File: src/rtl/blit_pkg.sv
package blit_pkg;

  typedef enum logic [2:0] {
    ST_IDLE,
    ST_HDR,
    ST_PIX_SRC,
    ST_PIX_DST,
    ST_PIX_WR,
    ST_RELOAD,
    ST_NEXT_CMD
  } blit_state_t;

  // command byte fields
  localparam int CB_RUN      = 0;
  localparam int CB_STOP     = 1;
  localparam int CB_RELOAD   = 2;
  localparam int CB_SRC_STEP = 3;
  localparam int CB_DST_STEP = 4;
  localparam int CB_SRC_EN   = 5;
  localparam int CB_DST_EN   = 6;

  // mode and function fields
  localparam int MB_EXPAND = 2;
  localparam int FB_CMP_EQ = 3;

  localparam int REC_BYTES    = 12;
  localparam int RELOAD_BYTES = 3;

endpackage

File: src/rtl/blit_wrap_add.sv
module blit_wrap_add #(
  parameter int W  = 20,
  parameter int IW = 9
) (
  input  logic [W-1:0]  base,
  input  logic [IW-1:0] inc,
  output logic [W-1:0]  sum
);
  // modulo 2^W by truncation
  assign sum = base + W'(inc);
endmodule

File: src/rtl/blit_pixel.sv
module blit_pixel (
  input  logic       expand,
  input  logic       src_en,
  input  logic       cmp_en,
  input  logic       stop_en,
  input  logic [7:0] src_data,
  input  logic [7:0] pattern,
  input  logic [2:0] bit_sel,
  output logic [7:0] wr_val,
  output logic       inhibit,
  output logic       collide
);
  logic bit_miss;
  logic match;

  assign bit_miss = expand && !src_data[bit_sel];
  assign match    = cmp_en && (src_data == pattern);
  assign inhibit  = bit_miss || match;
  assign collide  = match && stop_en;
  assign wr_val   = (!expand && src_en) ? src_data : pattern;
endmodule

File: src/rtl/blitter_engine.sv
module blitter_engine #(
  parameter int AW = 20,
  parameter int PW = 24
) (
  input  logic          clk,
  input  logic          rst_n,
  input  logic          reg_we,
  input  logic [1:0]    reg_sel,
  input  logic [7:0]    reg_wdata,
  output logic          busy,
  output logic          done,
  output logic          mem_req,
  output logic          mem_we,
  output logic [AW-1:0] mem_addr,
  output logic [7:0]    mem_wdata,
  input  logic          mem_gnt,
  input  logic [7:0]    mem_rdata
);
  import blit_pkg::*;

  localparam int IDXW     = $clog2(REC_BYTES);
  localparam int HDR_LAST = REC_BYTES - 1;
  localparam int RLD_LAST = RELOAD_BYTES - 1;
  localparam int INCW     = 9;

  blit_state_t   state;
  logic [PW-1:0] prog_ptr;
  logic [7:0]    cmd, mode, func, outer, inner, step, pattern, remaining, src_data;
  logic [AW-1:0] src_a, dst_a, src_sum, dst_sum;
  logic [IDXW-1:0] idx;
  logic          done_q;

  logic [23:0]     src_ins, dst_ins;
  logic [INCW-1:0] src_inc, dst_inc;
  logic            expand, need_src, row_end, xfer, proceed;
  logic [7:0]      px_val;
  logic            px_inhibit, px_collide;

  assign expand   = mode[MB_EXPAND];
  assign need_src = cmd[CB_SRC_EN] && (!expand || remaining == inner);
  assign row_end  = (remaining == 8'd1);

  blit_pixel u_pixel (
    .expand  (expand),
    .src_en  (cmd[CB_SRC_EN]),
    .cmp_en  (func[FB_CMP_EQ]),
    .stop_en (cmd[CB_STOP]),
    .src_data(src_data),
    .pattern (pattern),
    .bit_sel (3'(remaining - 8'd1)),
    .wr_val  (px_val),
    .inhibit (px_inhibit),
    .collide (px_collide)
  );

  // address increments
  always_comb begin
    src_inc = '0;
    dst_inc = '0;
    if (state == ST_PIX_SRC) begin
      src_inc = INCW'(1);
    end else if (state == ST_PIX_WR) begin
      dst_inc = INCW'(1);
      if (row_end) begin
        if (cmd[CB_DST_STEP]) dst_inc = dst_inc + INCW'(step);
        if (expand)           src_inc = INCW'(1);
        if (cmd[CB_SRC_STEP]) src_inc = src_inc + INCW'(step);
      end
    end
  end

  blit_wrap_add #(.W(AW), .IW(INCW)) u_src_add (.base(src_a), .inc(src_inc), .sum(src_sum));
  blit_wrap_add #(.W(AW), .IW(INCW)) u_dst_add (.base(dst_a), .inc(dst_inc), .sum(dst_sum));

  // header byte insertion into address registers
  always_comb begin
    src_ins = 24'(src_a);
    dst_ins = 24'(dst_a);
    case (idx)
      IDXW'(0): src_ins[7:0]   = mem_rdata;
      IDXW'(1): src_ins[15:8]  = mem_rdata;
      IDXW'(2): src_ins[23:16] = mem_rdata;
      IDXW'(3): dst_ins[7:0]   = mem_rdata;
      IDXW'(4): dst_ins[15:8]  = mem_rdata;
      IDXW'(5): dst_ins[23:16] = mem_rdata;
      default: ;
    endcase
  end

  // memory port
  always_comb begin
    mem_req   = 1'b0;
    mem_we    = 1'b0;
    mem_addr  = prog_ptr[AW-1:0];
    mem_wdata = px_val;
    case (state)
      ST_HDR, ST_RELOAD, ST_NEXT_CMD: mem_req = 1'b1;
      ST_PIX_SRC: begin
        mem_req  = need_src;
        mem_addr = src_a;
      end
      ST_PIX_DST: begin
        mem_req  = cmd[CB_DST_EN];
        mem_addr = dst_a;
      end
      ST_PIX_WR: begin
        mem_req  = !px_inhibit;
        mem_we   = 1'b1;
        mem_addr = dst_a;
      end
      default: ;
    endcase
  end

  assign xfer    = mem_req && mem_gnt;
  assign proceed = !mem_req || mem_gnt;
  assign busy    = (state != ST_IDLE);
  assign done    = done_q;

  always_ff @(posedge clk) begin
    if (!rst_n) begin
      state     <= ST_IDLE;
      prog_ptr  <= '0;
      cmd       <= '0;
      mode      <= '0;
      func      <= '0;
      outer     <= '0;
      inner     <= '0;
      step      <= '0;
      pattern   <= '0;
      remaining <= '0;
      src_data  <= '0;
      src_a     <= '0;
      dst_a     <= '0;
      idx       <= '0;
      done_q    <= 1'b0;
    end else begin
      done_q <= 1'b0;
      case (state)
        ST_IDLE: begin
          if (reg_we) begin
            case (reg_sel)
              2'd0: prog_ptr[7:0]   <= reg_wdata;
              2'd1: prog_ptr[15:8]  <= reg_wdata;
              2'd2: prog_ptr[23:16] <= reg_wdata;
              default: begin
                cmd <= reg_wdata;
                if (reg_wdata[CB_RUN]) begin
                  idx   <= '0;
                  state <= ST_HDR;
                end
              end
            endcase
          end
        end
        ST_HDR: begin
          if (xfer) begin
            prog_ptr <= prog_ptr + 1'b1;
            idx      <= idx + 1'b1;
            case (idx)
              IDXW'(0), IDXW'(1), IDXW'(2): src_a <= src_ins[AW-1:0];
              IDXW'(3), IDXW'(4), IDXW'(5): dst_a <= dst_ins[AW-1:0];
              IDXW'(6):  mode  <= mem_rdata;
              IDXW'(7):  func  <= mem_rdata;
              IDXW'(8):  outer <= mem_rdata;
              IDXW'(9):  inner <= mem_rdata;
              IDXW'(10): step  <= mem_rdata;
              default: begin
                pattern   <= mem_rdata;
                remaining <= inner;
                src_data  <= '0;
                if (dst_a == '0) begin
                  state  <= ST_IDLE;
                  done_q <= 1'b1;
                end else begin
                  state <= ST_PIX_SRC;
                end
              end
            endcase
          end
        end
        ST_PIX_SRC: begin
          if (!need_src) begin
            state <= ST_PIX_DST;
          end else if (xfer) begin
            src_data <= mem_rdata;
            if (!expand) src_a <= src_sum;
            state <= ST_PIX_DST;
          end
        end
        ST_PIX_DST: begin
          if (proceed) state <= ST_PIX_WR;
        end
        ST_PIX_WR: begin
          if (px_collide) begin
            state  <= ST_IDLE;
            done_q <= 1'b1;
          end else if (proceed) begin
            remaining <= remaining - 1'b1;
            dst_a     <= dst_sum;
            if (!row_end) begin
              state <= ST_PIX_SRC;
            end else if (outer == 8'd1) begin
              state <= ST_NEXT_CMD;
            end else begin
              outer <= outer - 1'b1;
              src_a <= src_sum;
              if (cmd[CB_RELOAD]) begin
                idx   <= '0;
                state <= ST_RELOAD;
              end else begin
                remaining <= inner;
                state     <= ST_PIX_SRC;
              end
            end
          end
        end
        ST_RELOAD: begin
          if (xfer) begin
            prog_ptr <= prog_ptr + 1'b1;
            idx      <= idx + 1'b1;
            case (idx)
              IDXW'(0): inner <= mem_rdata;
              IDXW'(1): step  <= mem_rdata;
              default: begin
                pattern   <= mem_rdata;
                remaining <= inner;
                state     <= ST_PIX_SRC;
              end
            endcase
          end
        end
        ST_NEXT_CMD: begin
          if (xfer) begin
            prog_ptr <= prog_ptr + 1'b1;
            cmd      <= mem_rdata;
            if (mem_rdata[CB_RUN]) begin
              idx   <= '0;
              state <= ST_HDR;
            end else begin
              state  <= ST_IDLE;
              done_q <= 1'b1;
            end
          end
        end
        default: state <= ST_IDLE;
      endcase
    end
  end


  req_hold_chk: assert property (@(posedge clk) disable iff (!rst_n)
    (mem_req && !mem_gnt) |=> (mem_req && $stable(mem_addr) && $stable(mem_we) && $stable(mem_wdata)));


  idle_quiet_chk: assert property (@(posedge clk) disable iff (!rst_n)
    !busy |-> !mem_req);


  done_pulse_chk: assert property (@(posedge clk) disable iff (!rst_n)
    done |=> !done);


  done_end_chk: assert property (@(posedge clk) disable iff (!rst_n)
    done |-> (!busy && $past(busy)));


  ptr_step_chk: assert property (@(posedge clk) disable iff (!rst_n)
    (xfer && !mem_we && (state == ST_HDR || state == ST_RELOAD || state == ST_NEXT_CMD))
      |=> (prog_ptr == $past(prog_ptr) + 1'b1));


  dst_adv_chk: assert property (@(posedge clk) disable iff (!rst_n)
    (state == ST_PIX_WR && !px_collide && proceed && !row_end) |=> (dst_a == $past(dst_a) + 1'b1));


  stop_chk: assert property (@(posedge clk) disable iff (!rst_n)
    (state == ST_PIX_WR && px_collide) |-> (!mem_req ##1 (!busy && done)));

  initial begin
    if (AW > 24 || PW != 24) $error("blitter_engine: unsupported widths");
  end
endmodule

File: config.mk
export PLATFORM = sky130hd
export DESIGN_NAME = blitter_engine
export DESIGN_NICKNAME = d
export VERILOG_FILES = /design/src/rtl/blit_pkg.sv /design/src/rtl/blit_wrap_add.sv /design/src/rtl/blit_pixel.sv /design/src/rtl/blitter_engine.sv
export SDC_FILE = /design/constraint.sdc
export NUM_CORES = 1
export LEC_CHECK = 0
export BUFFER_PORTS_ARGS = -buffer_cell sky130_fd_sc_hd__buf_2
export CAP_MARGIN = 10
export CELL_PAD_IN_SITES_DETAIL_PLACEMENT = 1
export CELL_PAD_IN_SITES_GLOBAL_PLACEMENT = 2
export CORE_ASPECT_RATIO = 0.6
export CORE_MARGIN = 2
export CORE_UTILIZATION = 33
export CTS_CLUSTER_SIZE = 14
export DETAILED_ROUTE_END_ITERATION = 7
export HOLD_SLACK_MARGIN = 0.15
export PLACE_DENSITY_LB_ADDON = 0.2
export SYNTH_ARGS = -nofsm -noshare
export SYNTH_HDL_FRONTEND = slang
export SYNTH_SLANG_ARGS = --single-unit
export TNS_END_PERCENT = 10
File: constraint.sdc
create_clock -name clk -period 3.4 [get_ports clk]
set_input_delay 0.34 -clock clk [delete_from_list [all_inputs] [get_ports clk]]
set_output_delay 0.34 -clock clk [all_outputs]
set_load 0.03 [all_outputs]
==> impl_metrics.csv, run 1 <==
group,metric,value,unit
outcome,outcome,"finished, violations left",
outcome,violations,"setup timing",
power,pwr-share-clk,30.3,%
clock_network,path_clk_slew,60,ps
grt,track_usage,27.0,%
setup_path,crit_required,3760,ps
clock_network,cts_tree,"done",
grt,grt_pass1_vias,9327,
sta,setup_ws,-172,ps
setup_path,critPathMaxFanout,6,
setup_path,cp_slowest_stage_delay,550,ps
layout,area_delta_synth_final,22.9,%
grt,grt_pass1_wl,58900,um
clock_network,clockBufferDepth,2,
sta,finalMaxSlewViolations,0,
yosys,synth_commonest_cells,"nor2_1, dfxtp_1, nand2_1",
sta,fin_crit,3570,ps
die,die_y,132,um
sta,fin_crit_sh,105,%
yosys,netlist_area,8940,um^2
setup_path,crit_path_end_kind,"register",
yosys,syn_inst,1189,
layout,utilization,41.4,%
grt,grt_start_max_net_pins,50,
min_path,hp-class,"in -> reg",
clock_network,clock-sinks,124,
min_path,hold_depth,3,
setup_path,worstPathArrival,3940,ps
sta,finalHoldViolCount,0,
yosys,synth_edf_count,0,
grt,antenna_found_initial,0,
yosys,yosys_warnings,0,
clock_network,h-tree-depth,4,
die,die_w,217,um
setup_path,worstSetupPathType,"reg -> reg",
grt,overflow,0,
route,topRoutingLayerUsed,"met4",
die,ios,54,
setup_path,critical_path_cell_count,14,
layout,layout.nets,1331,
sta,tightest_slew,863,ps
die,die_area,28500,um^2
sta,max_freq,280,MHz
sta,maxSlewHeadroom,42.5,%
yosys,synthTopCellsByArea,"dfxtp_1, nor2_1, nand2_1, a21oi_1, ha_1",
placement,port-buffer-count,53,
placement,dp.cells,1612,
yosys,yosysMostFrequentCell,"nor2_1",
clock_network,clock_latency,450,ps
yosys,ys_ff_latch,124,
setup_path,crit_chain,"or4_4 > nor4b_4 > and2_4 > buf_6 > nand2_8 > nor2_4 > ha_4 > nor2b_4 > o21a_1 > o211a_1 > o21ai_4 > a2111oi_2 > or4_1 > a211oi_2",
setup_path,path_delay_family,"simple AND/OR/NAND/NOR gates",
yosys,synthDistinctLibCells,81,
route,drcViolationCount,0,
route,met1_length,20400,um
yosys,avgSynthCellArea,7.52,um^2
layout,multiInputGateArea,6280,um^2
placement,place_hpwl,28400,um
yosys,synth_top_area_cell,"dfxtp_1",
flow_run,max-cap-violations,0,
yosys,ys_seq_area_share,27.8,%
route,routed_wl,39000,um
setup_path,cp.buffers_inverters,1,
setup_path,worstSetupStartpointType,"register",
yosys,async_flop_share,0,%
route,wl_met2,15100,um
power,sw_frac_of_total,42.1,%
route,viasPerCell,5.94,
setup_path,crit_slowest_cell,"or4_4",
yosys,yosysTopAreaCellShare,27.8,%
power,internal_power,0.00362,W
die,initial_core_util,33.7,%
layout,insertedDiodeCount,0,
clock_network,ctsRootBufferMaster,"clkbuf_16",
die,core_region_area,26500,um^2
route,wl_met3,2950,um
sta,rsz0062_at_grt,"yes",
power,vdd_ir_drop_max,0.306,mV
sta,skew,14.6,ps
power,power_frac_comb,37.6,%
setup_path,reg2regPathDepth,14,
sta,setup_violations,13,
route,wire_per_inst,23.6,um
layout,final_layout_size_suffix_gt1_share,22.5,%
power,power_density,569,nW/um^2
route,drtIter0Drc,1033,
route,ant_nets,0,
die,rows,46,
layout,stdcell_count,1649,
placement,place.gp.congestion,0.886,
route,drtPass1Iterations,5,
yosys,syn_nets,1244,
layout,register_area,2480,um^2
layout,nFillCells,3250,
yosys,synth_ff_type,"dfxtp_1",
power,power.switching,0.00263,W
power,seq_power_share,32.1,%
route,routed-via-count,9788,
power,leakage,4.15,nW
clock_network,cts-buffers-inserted,17,
[layout by cell type, fill, tap and decap left out, types with 9 or more instances in the layout]
| cell type | instances |
|---|---|
| o22ai_1 | 29 |
| nor2_1 | 147 |
| nand2_1 | 117 |
| mux2_2 | 9 |
| o21ai_0 | 57 |
| dfxtp_1 | 122 |
| nand4_1 | 16 |
| o221a_2 | 22 |
| buf_4 | 105 |
| nand2b_1 | 13 |
| buf_2 | 53 |
| a21oi_1 | 71 |
| a311oi_1 | 14 |
| nor3_1 | 32 |
| nand3_1 | 37 |
| a22oi_1 | 10 |
| nor2b_1 | 9 |
| o21a_1 | 10 |
| xnor2_1 | 27 |
| a31oi_1 | 14 |
| nor4_1 | 9 |
| xor2_1 | 9 |
| mux2i_1 | 38 |
| o31ai_1 | 14 |
| clkbuf_16 | 17 |
| ha_1 | 25 |
| and2_1 | 13 |
| inv_1 | 28 |
| a211oi_1 | 19 |
[final cells by class]
cell class / count / area share [%]
Clock inverter: 15 / 1.49
Sequential cell: 124 / 22.6
Clock buffer: 17 / 3.87
Tap cell: 360 / 4.10
Inverter: 32 / 1.10
Multi-Input combinational cell: 942 / 57.1
Timing Repair Buffer: 159 / 9.69
[per-stage QoR]
step / power [W] / hold WS [ps] / cell area [um^2] / TNS [ps] / worst slack [ps]
global route: 0.00657 / 195 / 11000 / -4870 / -307
global placement: 0.00423 / 458 / 10100 / -3500 / -201
CTS: 0.00619 / 188 / 10800 / -774 / -132
floorplan: 0.00338 / 441 / 9010 / -361 / -76.5
detailed placement: 0.00427 / 477 / 10100 / -4760 / -310
finish: 0.00625 / 202 / 11000 / -1070 / -172
[power by group through the flow]
| stage | logic [W] | clock network, W | registers, W |
|---|---|---|---|
| CTS | 0.00229 | 0.00192 | 0.00197 |
| detailed placement | 0.00227 | 0 | 0.00201 |
| finish | 0.00235 | 0.00190 | 0.00200 |
| floorplan | 0.00155 | 0 | 0.00182 |
| global placement | 0.00223 | 0 | 0.00200 |
| global route | 0.00256 | 0.00199 | 0.00202 |
[state kept, by name, summed over array words and instances (netlist names), 3 cells and up]
signal,count
state,3
src_a,20
inner,8
prog_ptr,20
remaining,8
step,8
pattern,8
cmd,6
idx,4
src_data,8
outer,8
dst_a,20
[worst min-delay path, stage by stage]
cell	delay [ps]
buf_2	120
nand2_1	60
a311oi_1	80
[layer usage]
metal | GRT usage [%] | vias up
met5 | 0 | -
met4 | 5.10 | 0
met3 | 6.83 | 30
met2 | 35.3 | 312
met1 | 43.1 | 4875
li1 | - | 4571
[final timing paths]
check / start / end / slack [ps]
max reg2reg: remaining[2] / src_a[12] / -170
max: remaining[2] / src_a[12] / -170
min reg2reg: outer[3] / outer[3] / 480
min: reg_wdata[1] / cmd[1] / 200
[timing repair]
item / in CTS / in global routing
buffers inserted: 2 / 3
pin swaps: 17 / 15
gates resized for setup: 22 / 37
hold buffers: 0 / 0
setup endpoints to repair: 26 / 30
[cells by family (layout without fill, tap and decap cells)]
group	Yosys count	after routing	synth area share, %
compound gates	367	367	28.3
mux	49	49	5.89
xor+xnor	37	37	3.62
buf+inv	123	223	5.33
flops	124	124	27.8
simple gates	456	456	24.3
fa+ha+maj	33	33	4.79
No activity file was read; power rests on OpenSTA's default activity.
==> run 2: changes to the inputs <==
REMOVE_ABC_BUFFERS = 1   (was not set)
==> run 2 against run 1 <==
Compared with the run above: the flow still finishes with violations (setup timing); sequential power hardly changed; register-to-register slack worse by 20 ps; die area stayed put; critical endpoint unchanged; highest routed layer is now met5.
==> impl_metrics.csv, run 2 (synthesized netlist as in run 1, its figures left out) <==
group,metric,value,unit
route,topRoutingLayerUsed,"met5",
clock_network,clock_latency,450,ps
route,drtIter0Drc,879,
clock_network,ctsRootBufferMaster,"clkbuf_16",
die,rows,46,
layout,insertedDiodeCount,0,
layout,final_layout_size_suffix_gt1_share,22.2,%
setup_path,crit_required,3780,ps
clock_network,cts-buffers-inserted,17,
placement,place.gp.congestion,0.897,
clock_network,cts_tree,"done",
route,routed_wl,40100,um
grt,grt_start_max_net_pins,56,
sta,skew,12.2,ps
die,ios,54,
sta,max_freq,279,MHz
clock_network,hold_buffers,0,
layout,utilization,41.0,%
setup_path,worstPathArrival,3970,ps
sta,fin_crit,3590,ps
power,vdd_ir_drop_max,0.246,mV
clock_network,path_clk_slew,70,ps
power,leakage,4.18,nW
placement,dp.cells,1619,
route,viasPerCell,6.00,
grt,track_usage,28.2,%
sta,setup_tns,-1940,ps
sta,finalHoldViolCount,0,
setup_path,crit_chain,"or4_4 > nor4b_4 > and2_4 > nand2_4 > nor2_2 > ha_1 > nor2b_2 > o21a_1 > o211a_1 > o21ai_1 > buf_4 > a2111oi_4 > or4_4 > a211oi_2",
clock_network,clock-sinks,124,
setup_path,cp_slowest_stage_delay,550,ps
layout,mostFrequentLayoutCells,"nor2_1, dfxtp_1, nand2_1, buf_4, a21oi_1",
clock_network,h-tree-depth,4,
sta,fin_crit_sh,106,%
route,drcViolationCount,0,
die,die_y,132,um
setup_path,critPathMaxFanout,6,
sta,setup_violations,23,
die,die_w,217,um
setup_path,crit_slowest_cell,"or4_4",
clock_network,clockBufferDepth,2,
layout,layout.nets,1336,
outcome,outcome,"finished, violations left",
grt,grt_pass1_wl,60800,um
sta,finalMaxSlewViolations,0,
route,drtPass1Iterations,5,
sta,tightest_slew,700,ps
power,power_density,562,nW/um^2
setup_path,cp_common_cell,"or4_4",
power,p_total,0.00612,W
flow_run,max-cap-violations,0,
placement,port-buffer-count,53,
layout,top_regs,"dst_a (20), prog_ptr (20), src_a (20)",
placement,place_hpwl,29200,um
grt,grt_pass1_vias,9540,
die,die_area,28500,um^2
sta,maxSlewHeadroom,53.2,%
min_path,hp-class,"in -> reg",
route,wire_per_inst,24.2,um
layout,final_common_cell,"nor2_1",
grt,overflow,0,
route,ant_nets,0,
setup_path,worstSetupStartpointType,"register",
outcome,violations,"setup timing",
die,initial_core_util,33.7,%
route,wl_met3,2590,um
setup_path,cp.buffers_inverters,1,
die,core_region_area,26500,um^2
setup_path,worstSetupPathType,"reg -> reg",
sta,timing.hold.ws,202,ps
layout,stdcell_count,1653,
route,met1_length,20700,um
route,wl_met2,15900,um
layout,area_delta_synth_final,21.8,%
route,routed-via-count,9925,
setup_path,crit_path_end_kind,"register",
sta,setup_ws,-191,ps
grt,antenna_found_initial,2,
sta,rsz0062_at_grt,"yes",
setup_path,path_delay_family,"simple AND/OR/NAND/NOR gates",
[run 2: report_power, final]
part | switching, W | internal, W | total, W
Clock | 0.000771 | 0.000989 | 0.00176
Sequential | 0.000343 | 0.00164 | 0.00199
Combinational | 0.00150 | 0.000873 | 0.00238
[run 2: cell type report]
class                   count  area [um^2]
clock buffers              18          429
clock inverters            13          104
fillers                  3257        15600
inverters                  32          121
multi-input cells         942         6190
flip-flops and latches    124         2480
well taps                 360          450
repair buffers            164         1110
[run 2: final timing paths]
kind,start,end,slack (ps),cells after the start
worst max-delay path,remaining[5],src_a[12],-190,14
worst min-delay path,reg_wdata[2],cmd[2],200,3
worst max register to register,remaining[5],src_a[12],-190,14
worst min register to register,outer[1],outer[1],470,2
[run 2: what timing repair did]
action / in CTS / in global routing
pin swaps: 12 / 20
endpoints found under the setup margin: 30 / 31
endpoints found under the hold margin: 0 / 0
setup buffers: 2 / 1
resized for setup: 32 / 28
[run 2: metal layers]
layer	global-route usage, %	vias up
li1	-	4585
met5	0	-
met2	37.6	286
met1	44.3	5007
met4	7.95	2
met3	5.51	45
[run 2: stage by stage]
| stage | worst slack [ps] | cell area, um^2 |
|---|---|---|
| 2_1_floorplan | -1420 | 8590 |
| 3_3_place_gp | -403 | 10100 |
| 3_5_place_dp | -452 | 10100 |
| 4_1_cts | -263 | 10800 |
| 5_1_grt | -356 | 10900 |
| 6_report | -191 | 10900 |
[run 2: tightest hold or removal path, delay by kind of cell]
kind	cells	cell delay [ps]
AO/OA/AOI/OAI	1	70
buffers and inverters	1	130
AND/OR/NAND/NOR	1	60
